$ cat src/rtl/atg_pkg.sv
package atg_pkg;
  // Galois right-shift taps for x^32 + x^22 + x^2 + x + 1
  localparam logic [31:0] ATG_TAPS32 = 32'h8020_0003;
  localparam logic [31:0] ATG_SEED32 = 32'h1D87_2B41;

  // width of the countdown that holds M + R without overflow
  function automatic int span_width(input int gap_w);
    return gap_w + 2;
  endfunction
endpackage

$ cat src/rtl/atg_lfsr.sv
module atg_lfsr #(
  parameter int             W    = 32,
  parameter logic [W-1:0]   TAPS = atg_pkg::ATG_TAPS32,
  parameter logic [W-1:0]   SEED = atg_pkg::ATG_SEED32
) (
  input  logic         clk,
  input  logic         rst_n,
  input  logic         adv,
  output logic [W-1:0] state
);
  function automatic logic [W-1:0] galois_step(input logic [W-1:0] s);
    return (s >> 1) ^ ({W{s[0]}} & TAPS);
  endfunction

  always_ff @(posedge clk or negedge rst_n) begin
    if (!rst_n)   state <= SEED;
    else if (adv) state <= galois_step(state);
  end

  assert_state_nonzero_R3: assert property (@(posedge clk) disable iff (!rst_n)
    state != '0);
  assert_hold_without_pulse_R4: assert property (@(posedge clk) disable iff (!rst_n)
    !adv |=> $stable(state));
  assert_moves_on_pulse_R4: assert property (@(posedge clk) disable iff (!rst_n)
    adv |=> state != $past(state));
endmodule

$ cat src/rtl/atg_interval.sv
module atg_interval #(
  parameter int GAP_W  = 32,
  parameter int EXP_W  = 5,
  parameter int RND_W  = 32,
  localparam int CNT_W = atg_pkg::span_width(GAP_W)
) (
  input  logic             clk,
  input  logic             rst_n,
  input  logic [GAP_W-1:0] base_gap,
  input  logic [EXP_W-1:0] rand_exp,
  input  logic [RND_W-1:0] rnd,
  output logic             expire,
  output logic [CNT_W-1:0] remain
);
  logic run_q;
  logic [CNT_W-1:0] load_val;

  // random term: low N bits of the state plus one, range 1 .. 2^N
  function automatic logic [CNT_W-1:0] rand_term(input logic [RND_W-1:0] s,
                                                 input logic [EXP_W-1:0] n);
    logic [CNT_W-1:0] msk;
    msk = (CNT_W'(1) << n) - CNT_W'(1);
    return (CNT_W'(s) & msk) + CNT_W'(1);
  endfunction

  // countdown reload: spacing minus one, i.e. M + R
  function automatic logic [CNT_W-1:0] reload(input logic [GAP_W-1:0] m,
                                              input logic [RND_W-1:0] s,
                                              input logic [EXP_W-1:0] n);
    return CNT_W'(m) + rand_term(s, n);
  endfunction

  assign load_val = reload(base_gap, rnd, rand_exp);
  assign expire   = run_q && (remain == '0);

  always_ff @(posedge clk or negedge rst_n) begin
    if (!rst_n) begin
      run_q  <= 1'b0;
      remain <= '0;
    end else begin
      run_q <= 1'b1;
      if (expire)     remain <= load_val;
      else if (run_q) remain <= remain - CNT_W'(1);
    end
  end

  assert_single_cycle_R5: assert property (@(posedge clk) disable iff (!rst_n)
    expire |=> !expire);
  assert_load_above_base_R2: assert property (@(posedge clk) disable iff (!rst_n)
    expire |=> remain > {2'b00, $past(base_gap)});
  assert_load_within_span_R3: assert property (@(posedge clk) disable iff (!rst_n)
    expire |=> remain <= {2'b00, $past(base_gap)} + (CNT_W'(1) << $past(rand_exp)));
  assert_countdown_R6: assert property (@(posedge clk) disable iff (!rst_n)
    (run_q && !expire) |=> remain == $past(remain) - CNT_W'(1));
endmodule

$ cat src/rtl/atg_pulse_count.sv
module atg_pulse_count #(
  parameter int W = 32
) (
  input  logic         clk,
  input  logic         rst_n,
  input  logic         inc,
  output logic [W-1:0] count
);
  always_ff @(posedge clk or negedge rst_n) begin
    if (!rst_n)   count <= '0;
    else if (inc) count <= count + W'(1);
  end

  assert_count_step_R7: assert property (@(posedge clk) disable iff (!rst_n)
    inc |=> count == $past(count) + W'(1));
  assert_count_hold_R7: assert property (@(posedge clk) disable iff (!rst_n)
    !inc |=> $stable(count));
endmodule

$ cat src/rtl/auto_trigger_gen.sv
module auto_trigger_gen #(
  parameter int                GAP_W     = 32,
  parameter int                EXP_W     = 5,
  parameter int                LFSR_W    = 32,
  parameter logic [LFSR_W-1:0] LFSR_TAPS = atg_pkg::ATG_TAPS32,
  parameter logic [LFSR_W-1:0] LFSR_SEED = atg_pkg::ATG_SEED32,
  parameter int                PCNT_W    = 32
) (
  input  logic              clk,
  input  logic              rst_n,
  input  logic [GAP_W-1:0]  base_gap,
  input  logic [EXP_W-1:0]  rand_exp,
  output logic              trig_pulse,
  output logic [PCNT_W-1:0] pulse_count
);
  localparam int CNT_W = atg_pkg::span_width(GAP_W);

  // named internal events for checking
  logic              ev_expire;
  logic [LFSR_W-1:0] rnd_state;
  logic [CNT_W-1:0]  cycles_left;

  atg_lfsr #(.W(LFSR_W), .TAPS(LFSR_TAPS), .SEED(LFSR_SEED)) u_lfsr (
    .clk   (clk),
    .rst_n (rst_n),
    .adv   (ev_expire),
    .state (rnd_state)
  );

  atg_interval #(.GAP_W(GAP_W), .EXP_W(EXP_W), .RND_W(LFSR_W)) u_interval (
    .clk      (clk),
    .rst_n    (rst_n),
    .base_gap (base_gap),
    .rand_exp (rand_exp),
    .rnd      (rnd_state),
    .expire   (ev_expire),
    .remain   (cycles_left)
  );

  atg_pulse_count #(.W(PCNT_W)) u_count (
    .clk   (clk),
    .rst_n (rst_n),
    .inc   (ev_expire),
    .count (pulse_count)
  );

  assign trig_pulse = ev_expire;

  assert_pulse_on_zero_R2: assert property (@(posedge clk) disable iff (!rst_n)
    trig_pulse |-> cycles_left == '0);
  assert_no_adjacent_R5: assert property (@(posedge clk) disable iff (!rst_n)
    trig_pulse |=> !trig_pulse);
endmodule

$ cat config.mk
export PLATFORM = sky130hd
export DESIGN_NAME = auto_trigger_gen
export DESIGN_NICKNAME = d
export VERILOG_FILES = /design/src/rtl/atg_pkg.sv /design/src/rtl/atg_lfsr.sv /design/src/rtl/atg_interval.sv /design/src/rtl/atg_pulse_count.sv /design/src/rtl/auto_trigger_gen.sv
export SDC_FILE = /design/constraint.sdc
export NUM_CORES = 1
export LEC_CHECK = 0
export ABC_CLOCK_PERIOD_IN_PS = 3800
export BUFFER_PORTS_ARGS = -buffer_cell sky130_fd_sc_hd__buf_4
export CORE_AREA = 2 2 121 123
export DETAILED_ROUTE_END_ITERATION = 7
export DIE_AREA = 0 0 123 125
export HOLD_SLACK_MARGIN = 0.08
export PLACE_DENSITY_LB_ADDON = 0.05
export SETUP_SLACK_MARGIN = 0.5
export SYNTH_ARGS = -nofsm -noshare
export SYNTH_HDL_FRONTEND = slang
export SYNTH_SLANG_ARGS = --single-unit
$ cat constraint.sdc
create_clock -name clk -period 3.8 [get_ports clk]
set_clock_uncertainty 0.1 [all_clocks]
set_input_delay 0.19 -clock clk [delete_from_list [all_inputs] [get_ports clk]]
set_output_delay 0.19 -clock clk [all_outputs]
set_load 0.1 [all_outputs]
# After elaboration in Yosys (flattened, before gate mapping)
# Cells that the tools add are included.
# classes
addsub	5
shifts	1
muxes	2
n_bitwise	2
reduce_logical	3
# ops
operator	n
2-to-1 mux 34 bit	2
adder 32 x 34 -> 34 bit	1
adder 34 x 1 -> 34 bit, second input constant	1
AND 32 x 34 -> 34 bit	1
logical NOT 34 bit	1
left shift 1 x 5 -> 34 bit, first input constant	1
subtractor 34 x 1 -> 34 bit, second input constant	1
subtractor 34 x 2 -> 34 bit, second input constant	1
adder 32 x 1 -> 32 bit, second input constant	1
XOR 31 x 32 -> 32 bit	1
nonzero test 2 bit	1
logical AND 1 bit	1
# word_totals
register_bits	99
in_bits	39
out_inout_bits	33
elab_cells	17

# Longest topological paths before layout
# Gate-level depths: netlist (run 1).
# logic_depth
word_depth	6
ltp_mapped	20
mapped_depth_nobuf	18

# By module
# A second synthesis (run 1) with hierarchy kept.
# hier_totals
cells_unflattened	791
hier_area_um2	7155.6
# modules_own_cells
mod	n_inst	cells_per_inst	area_per_inst_um2	seq_area_each_um2
atg_interval	1	595	4357.9	875.8
atg_pulse_count	1	123	1448.9	800.8
atg_lfsr	1	73	1348.8	818.3

# Worst setup path before layout (run 1)
# No wires, ideal clock.
# synth_path
kind	in2reg
startpoint	input port rand_exp[4]
endpoint	register u_interval.remain[22]
setup_time_ns	0.125
t_arrival_ns	4.245
t_required_ns	3.575
slack_ns	-0.669
cell_stages	20
path_buffers	4
cell_sequence	clkbuf_1 or2_2 clkbuf_1 or3_1 ha_1 clkbuf_1 nor2b_1 a31oi_1 o21ai_0 and2_1 ha_1 clkbuf_1 a21o_1 a221o_1 o2111ai_1 a21oi_1 o32a_1 xnor2_1 a21oi_1 mux2_2
# synth_via
elab_chain_len	6
# synth_lines
item	line	text
from (decl)	auto_trigger_gen.sv:12	input logic [EXP_W-1:0] rand_exp,
left shift 1 x 5 -> 34 bit	atg_interval.sv:22	msk = (CNT_W'(1) << n) - CNT_W'(1);
subtractor 34 x 2 -> 34 bit	atg_interval.sv:22	
AND 32 x 34 -> 34 bit	atg_interval.sv:23	return (CNT_W'(s) & msk) + CNT_W'(1);
adder 34 x 1 -> 34 bit	atg_interval.sv:23	
adder 32 x 34 -> 34 bit	atg_interval.sv:30	return CNT_W'(m) + rand_term(s, n);
2-to-1 mux 34 bit	atg_interval.sv:42	if (expire) remain <= load_val;
to (signal assigned)	atg_interval.sv:42	
to (signal assigned)	atg_interval.sv:43	else if (run_q) remain <= remain - CNT_W'(1);
to (decl)	atg_interval.sv:13	output logic [CNT_W-1:0] remain
# No other way between the ends.
# A chain may end at the register's enable or synchronous reset.

# Worst setup path in the final report (run 1)
# layout_path
startpoint	input port rand_exp[3]
endpoint	register u_interval.remain[26]
# Same word-level chain as after synthesis.

==> flow_summary.json, run 1 <==
{
  "outcome": "complete, no violations",
  "worstSkewPairLatency_ns": 0.36,
  "yosysWarnings": 0,
  "cts_tree": "yes",
  "grt_pass1_vias": 6525,
  "min_period_over_period_pct": 93.9,
  "ctsHtreeMaxLevel": 3,
  "syn_nets": 921,
  "p_sw_w": 0.000629,
  "synth_cell_types": 72,
  "placedCellCount": 1125,
  "dieWidth_um": 123,
  "place_congestion": 0.871,
  "drt_wl_total_um": 19900,
  "final_area_mm2": 0.00897,
  "clockPowerShare_pct": 42.3,
  "swShare_pct": 25.3,
  "combinationalPowerShare_pct": 12.8,
  "max_freq_ghz": 0.280,
  "relSlewSlack_pct": 46.0,
  "synthTopCellsByArea": "dfrtp_1 (31%), nand2_1 (9.0%), ha_1 (6.3%)",
  "synthAdderAreaFrac_pct": 6.62,
  "path_clk_slew_ns": 0.07,
  "cts.path.max_buffers": 2,
  "nFillCells": 1253,
  "arrival_ns": 3.67,
  "leakage_nw": 4.17,
  "min_period_ns": 3.57,
  "wl_per_cell_um": 17.2,
  "hold_viol": 0,
  "fin_nets": 1042,
  "grt_pass1_wl_um": 31800,
  "die_area_mm2": 0.0154,
  "yosysTopAreaCellShare_pct": 30.8,
  "grt_start_max_net_pins": 62,
  "start_util_pct": 48.7,
  "use_met3_pct": 4.06,
  "ant_nets": 0,
  "placed_area_mm2": 0.00813,
  "hold_class": "in -> reg",
  "diodes": 0,
  "ys.flop_type": "dfrtp_1",
  "met2_usage_pct": 42.9,
  "drc_errors": 0,
  "mappedNetlistArea_mm2": 0.00692,
  "ir_worst_vdd_uv": 221,
  "ios": 72,
  "p_per_area_mw_per_mm2": 277,
  "crit_path_start_kind": "input port",
  "cp-end-kind": "flop",
  "tightest_slew_ns": 0.809,
  "grt_remaining_overflow": 0,
  "finalPower_w": 0.00249,
  "synth-simple-area-share_pct": 26.8,
  "antenna_found_initial": 0,
  "synth-seq-cells": 99,
  "maxSlewViolCount": 0,
  "yosysTopAreaCell": "dfrtp_1",
  "viasPerCell": 5.73,
  "dpl.hpwl_um": 14500,
  "synth_compound_area_share_pct": 18.8,
  "syn_inst": 846,
  "setup_viol": 0,
  "synth_top_family_by_area": "simple AND/OR/NAND/NOR gates",
  "final_cells": 1156,
  "root_buffer": "clkbuf_16",
  "drt_iter0_markers": 476,
  "die_h_um": 125,
  "core_region_area_mm2": 0.0142,
  "critPathKind": "in -> reg",
  "seq_area_frac_synth_pct": 36.1,
  "core.rowCount": 44,
  "dr.pass1.iters": 4,
  "grt_usage_pct": 26.2,
  "vias": 6627,
  "async_flop_share_pct": 100,
  "maxCapViolations": 0,
  "grt_setup_unrepaired": "true",
  "grt-busiest-layer": "met2",
  "critPathMaxFanout": 6,
  "p_int_w": 0.00186,
  "synthXorXnorAreaFrac_pct": 7.98,
  "cts.sinks": 99,
  "synth-edff-count": 0,
  "synth_mux_area_share_pct": 0.597,
  "cts_buffers": 9,
  "area_growth_pct": 29.7,
  "seq_power_share_pct": 44.9,
  "critPathRequiredTime_ns": 3.90,
  "portBuffers": 71,
  "drive_above_1_share_pct": 27.2,
  "grt_use_met1_pct": 34.9,
  "avgSynthCellArea_um2": 8.18
}
==> flip-flops by register name, summed over array words and instances (netlist names) <==
signal	flops
u_count.count	32
u_lfsr.state	32
u_interval.run_q	1
u_interval.remain	34
==> layer usage <==
| metal | wire (um) | share of wire, % |
|---|---|---|
| met2 | 9610 | 48 |
| met5 | 0 | 0 |
| met4 | 465 | 2.3 |
| met1 | 8930 | 45 |
| met3 | 901 | 4.5 |
==> power groups by stage <==
stage	clock [W]	combinational, W	sequential (W)
after detailed placement	0	0.000295	0.00114
final	0.00105	0.000318	0.00112
after global placement	0	0.000286	0.00113
after floorplan	0	0.000177	0.00113
after CTS	0.00107	0.000312	0.00112
after global routing	0.00111	0.000354	0.00112
==> stage by stage <==
| stage | setup slack (ns) | utilization [%] | hold WS (ns) | setup TNS (ns) |
|---|---|---|---|---|
| floorplan | -0.344 | - | -0.206 | -1.79 |
| global placement | -0.167 | 57.2 | 0.221 | -1.42 |
| detailed placement | -0.246 | 57.2 | 0.237 | -2.19 |
| CTS | 0.271 | 62.1 | 0.219 | 0 |
| global route | 0.106 | 63.2 | 0.265 | 0 |
| finish | 0.231 | 63.2 | 0.236 | 0 |
==> synthesized netlist by cell type, drive strengths merged (3+ instances only) <==
cell type  number
o22ai           7
or2             8
nand2b          9
nor2           56
mux2i           3
o211a           3
and3           22
clkbuf         36
a211oi          4
o211ai          3
buf             5
dfrtp          85
o21ai          47
o31ai           9
or4             4
nand3          29
a21o            9
xnor2          43
inv            14
nand2         165
nand4          12
a21oi          61
nor2b          10
a31oi          10
and2           15
nor4            9
dfstp          14
o41ai           5
ha             35
o21a           12
a21boi          8
nor3           26
xor2           20
or3             9
==> area by class of cell <==
type / instances / area [um2] / share of cell area, %
clock buffer: 11 / 233 / 2.59
sequential: 99 / 2490 / 27.8
tap: 184 / 230 / 2.57
clock inverter: 5 / 103 / 1.14
timing repair buffer: 151 / 1180 / 13.1
multi-input combinational: 692 / 4680 / 52.2
inverter: 14 / 52.6 / 0.586
==> logic make-up after synthesis <==
| kind of cell | after synthesis |
|---|---|
| other | 2 |
| multiplexers | 4 |
| buffers and inverters | 55 |
| AND/OR/NAND/NOR | 383 |
| adder cells (fa/ha/maj) | 36 |
| XOR/XNOR | 63 |
| flip-flops | 99 |
| AO/OA/AOI/OAI | 204 |
==> critical path, stage by stage <==
cell and delay [ns]:
buf_6 0.09, or2_4 0.24, or3_4 0.38, ha_4 0.19, buf_4 0.14, xor2_1 0.15
and2_1 0.19, ha_1 0.30, a21o_1 0.21, a221o_1 0.37, o2111ai_4 0.28, a21oi_2 0.10
o32a_1 0.36, buf_4 0.16, buf_6 0.11, nor4_4 0.14, a311oi_1 0.07
==> final timing paths <==
check | end | slack, ns | start | cells after the start
min in group asynchronous | u_interval.remain[32]$_DFFE_PN0P_ | 0.35 | rst_n | 2
hold / removal | u_interval.remain[1]$_DFFE_PN0P_ | 0.24 | base_gap[1] | 4
setup / recovery | u_interval.remain[26]$_DFFE_PN0P_ | 0.23 | rand_exp[3] | 17
hold reg to reg | u_lfsr.state[27]$_DFFE_PN1P_ | 0.36 | u_lfsr.state[27]$_DFFE_PN1P_ | 2
setup reg to reg | u_interval.remain[26]$_DFFE_PN0P_ | 0.56 | u_lfsr.state[0]$_DFFE_PN1P_ | 13
max in group asynchronous | u_lfsr.state[11]$_DFFE_PN1P_ | 2.38 | rst_n | 3
==> repair_timing <==
item	4_1_cts	5_1_grt
buffers inserted	8	6
setup endpoints to repair	20	28
hold buffers	1	0
gates cloned	0	0
resized for setup	58	21
pin swaps	46	22
endpoints found under the hold margin	56	0
==> cell usage in the layout (no fill, tap or decap), types with 4 or more instances in the layout <==
cell type / netlist / routed
a31oi_1: 10 / 7
nor2b_1: 10 / 8
o31ai_1: 9 / 6
o22ai_1: 7 / 7
nand3_2: 0 / 5
nor4_1: 9 / 6
or3_1: 7 / 6
a21o_1: 9 / 9
nor2_1: 55 / 51
and3_1: 22 / 22
nand2_1: 165 / 163
dfrtp_1: 85 / 85
and2_1: 14 / 11
nand3_1: 29 / 24
a21oi_2: 0 / 12
xnor2_2: 0 / 4
a21oi_1: 61 / 48
o41ai_1: 5 / 4
inv_1: 13 / 13
nand2b_1: 9 / 8
o21ai_1: 0 / 16
and2_4: 0 / 4
o21ai_0: 47 / 28
dfstp_2: 14 / 14
nor3_1: 24 / 21
nor3_2: 1 / 4
ha_4: 0 / 6
xor2_1: 20 / 18
o21a_1: 12 / 12
clkbuf_16: 0 / 9
nand4_1: 12 / 12
or2_2: 7 / 4
a21boi_0: 7 / 4
xnor2_1: 43 / 39
buf_4: 0 / 141
buf_6: 0 / 8
ha_1: 35 / 29
(Power assumes the default switching activity.)
==> inputs of run 2 (changes only) <==
Settings changed: CORE_AREA 2 2 121 123 to 2 2 111 113, DIE_AREA 0 0 123 125 to 0 0 113 115.
==> flow_summary.json, run 2 (synthesized netlist as in run 1, its figures left out) <==
{
  "cp_num_buf_inv": 2,
  "ios": 72,
  "drt_wl_total_um": 20100,
  "timing.rr.end": "u_interval.remain[30]$_DFFE_PN0P_",
  "placed_area_mm2": 0.00802,
  "dr.pass1.iters": 7,
  "fin_nets": 1031,
  "grt_start_max_net_pins": 85,
  "setup_viol": 0,
  "placedCellCount": 1081,
  "critPathKind": "in -> reg",
  "hold_viol": 0,
  "register_area_mm2": 0.00249,
  "crit_chain": "buf_6 > or2_4 > or3_4 > ha_4 > buf_6 > nor2_4 > a31oi_1 > o21ai_1 > and2_4 > ha_4 > a21o_1 > a221o_1 > o2111ai_4 > a21oi_2 > o32a_1 > a31o_2 > xnor2_1 > o21ai_1",
  "core_region_area_mm2": 0.0118,
  "grt_pass1_wl_um": 32100,
  "drive_above_1_share_pct": 26.3,
  "worstSkewPairLatency_ns": 0.36,
  "p_int_w": 0.00175,
  "reg2reg_from": "u_lfsr.state[0]$_DFFE_PN1P_",
  "die_area_mm2": 0.0130,
  "r2r_slack_ns": 0.61,
  "min_period_over_period_pct": 94.6,
  "ctsHtreeMaxLevel": 3,
  "grt_pass1_vias": 6566,
  "area_growth_pct": 28.3,
  "slowest_delay_ns": 0.41,
  "cts.path.max_buffers": 2,
  "viasPerCell": 6.13,
  "dieWidth_um": 113,
  "grt_setup_unrepaired": "true",
  "tightest_slew_ns": 1.08,
  "ir_worst_vdd_uv": 251,
  "nFillCells": 842,
  "p_per_area_mw_per_mm2": 271,
  "root_buffer": "clkbuf_16",
  "p_sw_w": 0.000662,
  "hold_path_end": "u_interval.remain[1]$_DFFE_PN0P_",
  "ant_nets": 0,
  "path_clk_slew_ns": 0.07,
  "vias": 6796,
  "finalPower_w": 0.00241,
  "top_regs": "u_interval.remain: 34 flops, u_count.count: 32 flops, u_lfsr.state: 32 flops",
  "maxSlewViolCount": 0,
  "seq_power_share_pct": 46.3,
  "maxCapViolations": 0,
  "r2r_cells": 12,
  "hold_depth": 4,
  "drc_errors": 5,
  "largest_register_ffs": 34,
  "slowest_stage": "or3_4",
  "critPathRequiredTime_ns": 3.95,
  "antenna_found_initial": 0,
  "cp-end-kind": "flop",
  "die_h_um": 115,
  "critPathTopFamily": "compound AO/OA/AOI/OAI gates",
  "cts.sinks": 99,
  "outcome": "finished with violations",
  "max_freq_ghz": 0.278,
  "combinationalPowerShare_pct": 13.1,
  "hold_class": "in -> reg",
  "min_period_ns": 3.59,
  "mostFrequentLayoutCells": "nand2_1 (162), buf_4 (127), dfrtp_1 (85)",
  "dpl.hpwl_um": 14200,
  "critPathMaxFanout": 4,
  "swShare_pct": 27.5,
  "final_area_mm2": 0.00888,
  "crit_path_start_kind": "input port",
  "portBuffers": 71,
  "final_common_cell": "nand2_1",
  "relSlewSlack_pct": 27.8,
  "grt_usage_pct": 30.6,
  "cts_tree": "yes",
  "place_congestion": 0.896,
  "wl_per_cell_um": 18.1,
  "drt_iter0_markers": 567,
  "regMostFlops": "u_interval.remain",
  "core.rowCount": 40,
  "cts_buffers": 9,
  "multi_input_area_mm2": 0.00474,
  "start_util_pct": 58.6,
  "diodes": 0,
  "clockPowerShare_pct": 40.6,
  "arrival_ns": 3.74,
  "grt_remaining_overflow": 0,
  "min-delay-start": "base_gap[1]",
  "final_cells": 1108,
  "violations": "DRC",
  "leakage_nw": 4.13
}
[run 2: cell type report]
class                   count  share of cell area [%]
clock inverters             6                   0.803
well taps                 147                    2.07
clock buffers              10                    2.69
repair buffers            140                    12.4
flip-flops and latches     99                    28.1
multi-input cells         692                    53.4
inverters                  14                   0.592
[run 2: worst reg2reg max path, stage by stage, from the launching register on]
cell,delay [ns]
dfstp_2,0.41
nand2_1,0.14
ha_1,0.19
inv_1,0.06
fa_1,0.40
a21o_1,0.19
a221o_1,0.37
o2111ai_4,0.29
a21oi_2,0.08
o32a_1,0.35
a31o_2,0.27
xnor2_1,0.14
o21ai_1,0.08
[run 2: timing repair]
action	CTS	global route
buffers inserted	7	3
gates resized for setup	50	40
endpoints found under the hold margin	70	0
hold buffers	1	0
pin swaps	45	45
endpoints found under the setup margin	24	29
[run 2: power by group through the flow]
stage                     Clock, W  Sequential, W  Combinational, W
final                     0.000978        0.00112          0.000315
after global routing       0.00102        0.00112          0.000349
after CTS                 0.000989        0.00112          0.000304
after detailed placement         0        0.00114          0.000288
after global placement           0        0.00113          0.000280
after floorplan                  0        0.00113          0.000177
[run 2: worst max-delay path by stage]
| stage | from | to | cells past startpoint | slack (ns) |
|---|---|---|---|---|
| after floorplan | rand_exp[1] | u_interval.remain[22]$_DFFE_PN0P_ | 20 | -0.34 |
| after detailed placement | rand_exp[1] | u_interval.remain[25]$_DFFE_PN0P_ | 19 | -0.31 |
| after global placement | rand_exp[1] | u_interval.remain[25]$_DFFE_PN0P_ | 19 | -0.24 |
| final | rand_exp[3] | u_interval.remain[30]$_DFFE_PN0P_ | 18 | 0.21 |
| after CTS | rand_exp[3] | u_interval.remain[25]$_DFFE_PN0P_ | 19 | 0.23 |
| after global routing | rand_exp[3] | u_interval.remain[30]$_DFFE_PN0P_ | 18 | 0.11 |
[run 2: per-layer routing]
metal  wire (um)  up-vias  track usage (%)
li1            -     3215                -
met1        8300     3293             39.6
met2       10200      247             52.3
met3        1110       41             5.22
met4         506        0             10.7
met5           0        -                0
[run 2: per-stage QoR]
stage	setup WS, ns	util [%]	hold WS (ns)	setup TNS, ns
CTS	0.232	73.4	0.192	0
global route	0.108	75.2	0.243	0
detailed placement	-0.309	67.9	0.350	-1.80
floorplan	-0.344	-	-0.206	-1.79
finish	0.205	75.2	0.189	0
global placement	-0.240	67.9	0.333	-1.10
==> inputs of run 3 (changes only) <==
Settings changed: ABC_CLOCK_PERIOD_IN_PS 3800 to 3950, CORE_AREA 2 2 111 113 to 2 2 109 111, CTS_BUF_LIST from default to sky130_fd_sc_hd__clkbuf_4 sky130_fd_sc_hd__clkbuf_8, DIE_AREA 0 0 113 115 to 0 0 111 113.
Clock period 3.8 ns to 3.95 ns, I/O delays scaled along.
==> flow_summary.json, run 3 (synthesized netlist as in run 1, its figures left out) <==
{
  "dpl.hpwl_um": 13900,
  "place_congestion": 0.887,
  "drc_errors": 0,
  "placedCellCount": 1062,
  "die_area_mm2": 0.0125,
  "critPathRequiredTime_ns": 4.14,
  "max_freq_ghz": 0.290,
  "cts.sinks": 99,
  "largest_register_ffs": 34,
  "start_util_pct": 61.4,
  "finalPower_w": 0.00203,
  "tightest_slew_ns": 0.932,
  "grt_usage_pct": 30.4,
  "swShare_pct": 29.3,
  "drt_iter0_markers": 485,
  "reg2reg_from": "u_interval.remain[16]$_DFFE_PN0P_",
  "top_regs": "u_interval.remain: 34 flops, u_count.count: 32 flops, u_lfsr.state: 32 flops",
  "die_h_um": 113,
  "maxSlewViolCount": 0,
  "pre_cts_ws_ns": -0.0613,
  "wl_per_cell_um": 17.5,
  "worstSkewPairLatency_ns": 0.39,
  "timing.final.ws_setup_ns": 0.497,
  "clockPowerShare_pct": 32.5,
  "p_sw_w": 0.000594,
  "diodes": 0,
  "ios": 72,
  "dieWidth_um": 111,
  "core_region_area_mm2": 0.0113,
  "core.rowCount": 39,
  "cts.path.max_buffers": 2,
  "nFillCells": 856,
  "root_buffer": "clkbuf_8",
  "vias": 6604,
  "final_cells": 1087,
  "drt_wl_total_um": 19000,
  "min_period_ns": 3.45,
  "cts_tree": "yes",
  "crit_start": "rand_exp[4]",
  "relSlewSlack_pct": 37.8,
  "min-delay-start": "base_gap[31]",
  "grt_setup_unrepaired": "true",
  "leakage_nw": 3.91,
  "p_per_area_mw_per_mm2": 238,
  "critPathMaxFanout": 5,
  "p_int_w": 0.00143,
  "path_clk_slew_ns": 0.10,
  "combinationalPowerShare_pct": 14.5,
  "setup_viol": 0,
  "arrival_ns": 3.64,
  "regMostFlops": "u_interval.remain",
  "hold_class": "in -> reg",
  "grt_pass1_wl_um": 30800,
  "final_common_cell": "nand2_1",
  "dr.pass1.iters": 5,
  "hold_viol": 0,
  "grt_start_max_net_pins": 74,
  "seq_power_share_pct": 53.0,
  "ant_nets": 0,
  "critPathKind": "in -> reg",
  "antenna_found_initial": 1,
  "area_growth_pct": 22.9,
  "grt_remaining_overflow": 0,
  "cts_buffers": 9,
  "viasPerCell": 6.08,
  "outcome": "complete, no violations",
  "portBuffers": 71,
  "min_period_over_period_pct": 87.4,
  "mostFrequentLayoutCells": "nand2_1 (164), buf_4 (119), dfrtp_1 (85)",
  "maxCapViolations": 0,
  "cp-end-kind": "flop",
  "ctsHtreeMaxLevel": 3,
  "ir_worst_vdd_uv": 401,
  "grt_pass1_vias": 6300,
  "fin_nets": 1014,
  "drive_above_1_share_pct": 24.9,
  "crit_path_start_kind": "input port"
}
## run 3: cell count changes in the layout (fill, tap and decap cells not counted), sizes merged
| cell | delta |
|---|---|
| bufinv | -1 |
| clkinv | -1 |
| buf | -17 |
| clkinvlp | +1 |
| clkbuf | +1 |
## run 3: layout make-up
cell class	instances	area [um2]	share of cell area, %
well taps	143	179	2.10
clock buffers	11	151	1.78
inverters	14	52.6	0.618
clock inverters	5	43.8	0.515
flip-flops and latches	99	2490	29.3
repair buffers	123	941	11.1
multi-input cells	692	4640	54.6
## run 3: worst paths after layout
path | to | slack [ns] | cells past startpoint
worst max-delay path | u_interval.remain[22]$_DFFE_PN0P_ | 0.50 | 16
worst min-delay path | u_interval.remain[31]$_DFFE_PN0P_ | 0.19 | 4
worst max register to register | u_count.count[31]$_DFFE_PN0P_ | 0.66 | 8
worst min register to register | u_lfsr.state[26]$_DFFE_PN1P_ | 0.37 | 2
max in group asynchronous | u_lfsr.state[6]$_DFFE_PN1P_ | 2.43 | 3
min in group asynchronous | u_interval.remain[24]$_DFFE_PN0P_ | 0.36 | 2
## run 3: through the flow
| stage | hold WS, ns | utilization, % | area [um2] | TNS [ns] |
|---|---|---|---|---|
| 6_report | 0.195 | 75.4 | 8500 | 0 |
| 5_1_grt | 0.195 | 75.4 | 8500 | 0 |
| 4_1_cts | 0.171 | 73.2 | 8250 | 0 |
| 3_5_place_dp | 0.284 | 70.1 | 7900 | -0.146 |
| 3_3_place_gp | 0.276 | 70.1 | 7900 | -0.0193 |
| 2_1_floorplan | -0.198 | - | 7090 | -0.472 |
## run 3: power groups by stage
stage / logic [W] / registers (W) / clock network, W
after detailed placement: 0.000271 / 0.00109 / 0
after floorplan: 0.000170 / 0.00108 / 0
after global routing: 0.000326 / 0.00108 / 0.000718
after global placement: 0.000265 / 0.00109 / 0
final: 0.000294 / 0.00107 / 0.000658
after CTS: 0.000279 / 0.00107 / 0.000681
## run 3: repair_timing
action	CTS	global route
hold buffers	1	0
pin swaps	26	23
setup endpoints to repair	12	26
hold endpoints to repair	59	0
resized for setup	28	45
setup buffers	4	4
## run 3: routing by layer
layer / up-vias / share of wire [%] / wire length [um] / track usage, %
li1: 3187 / - / - / -
met1: 3183 / 43 / 8150 / 38.9
met2: 193 / 48 / 9180 / 50.2
met3: 39 / 5.6 / 1070 / 7.39
met4: 2 / 3.3 / 633 / 11.8
met5: - / 0.068 / 13 / 0
## run 3: critical path: stages
cell and delay (ns):
buf_8 0.10, or2_4 0.24, or3_4 0.39, ha_4 0.19, buf_4 0.15, xor2_1 0.15
and2_1 0.18, ha_1 0.29, a21o_1 0.20, a221o_1 0.33, o2111ai_2 0.30, a21oi_2 0.09
o32a_1 0.36, xnor2_1 0.15, a21oi_1 0.07, mux2_4 0.25
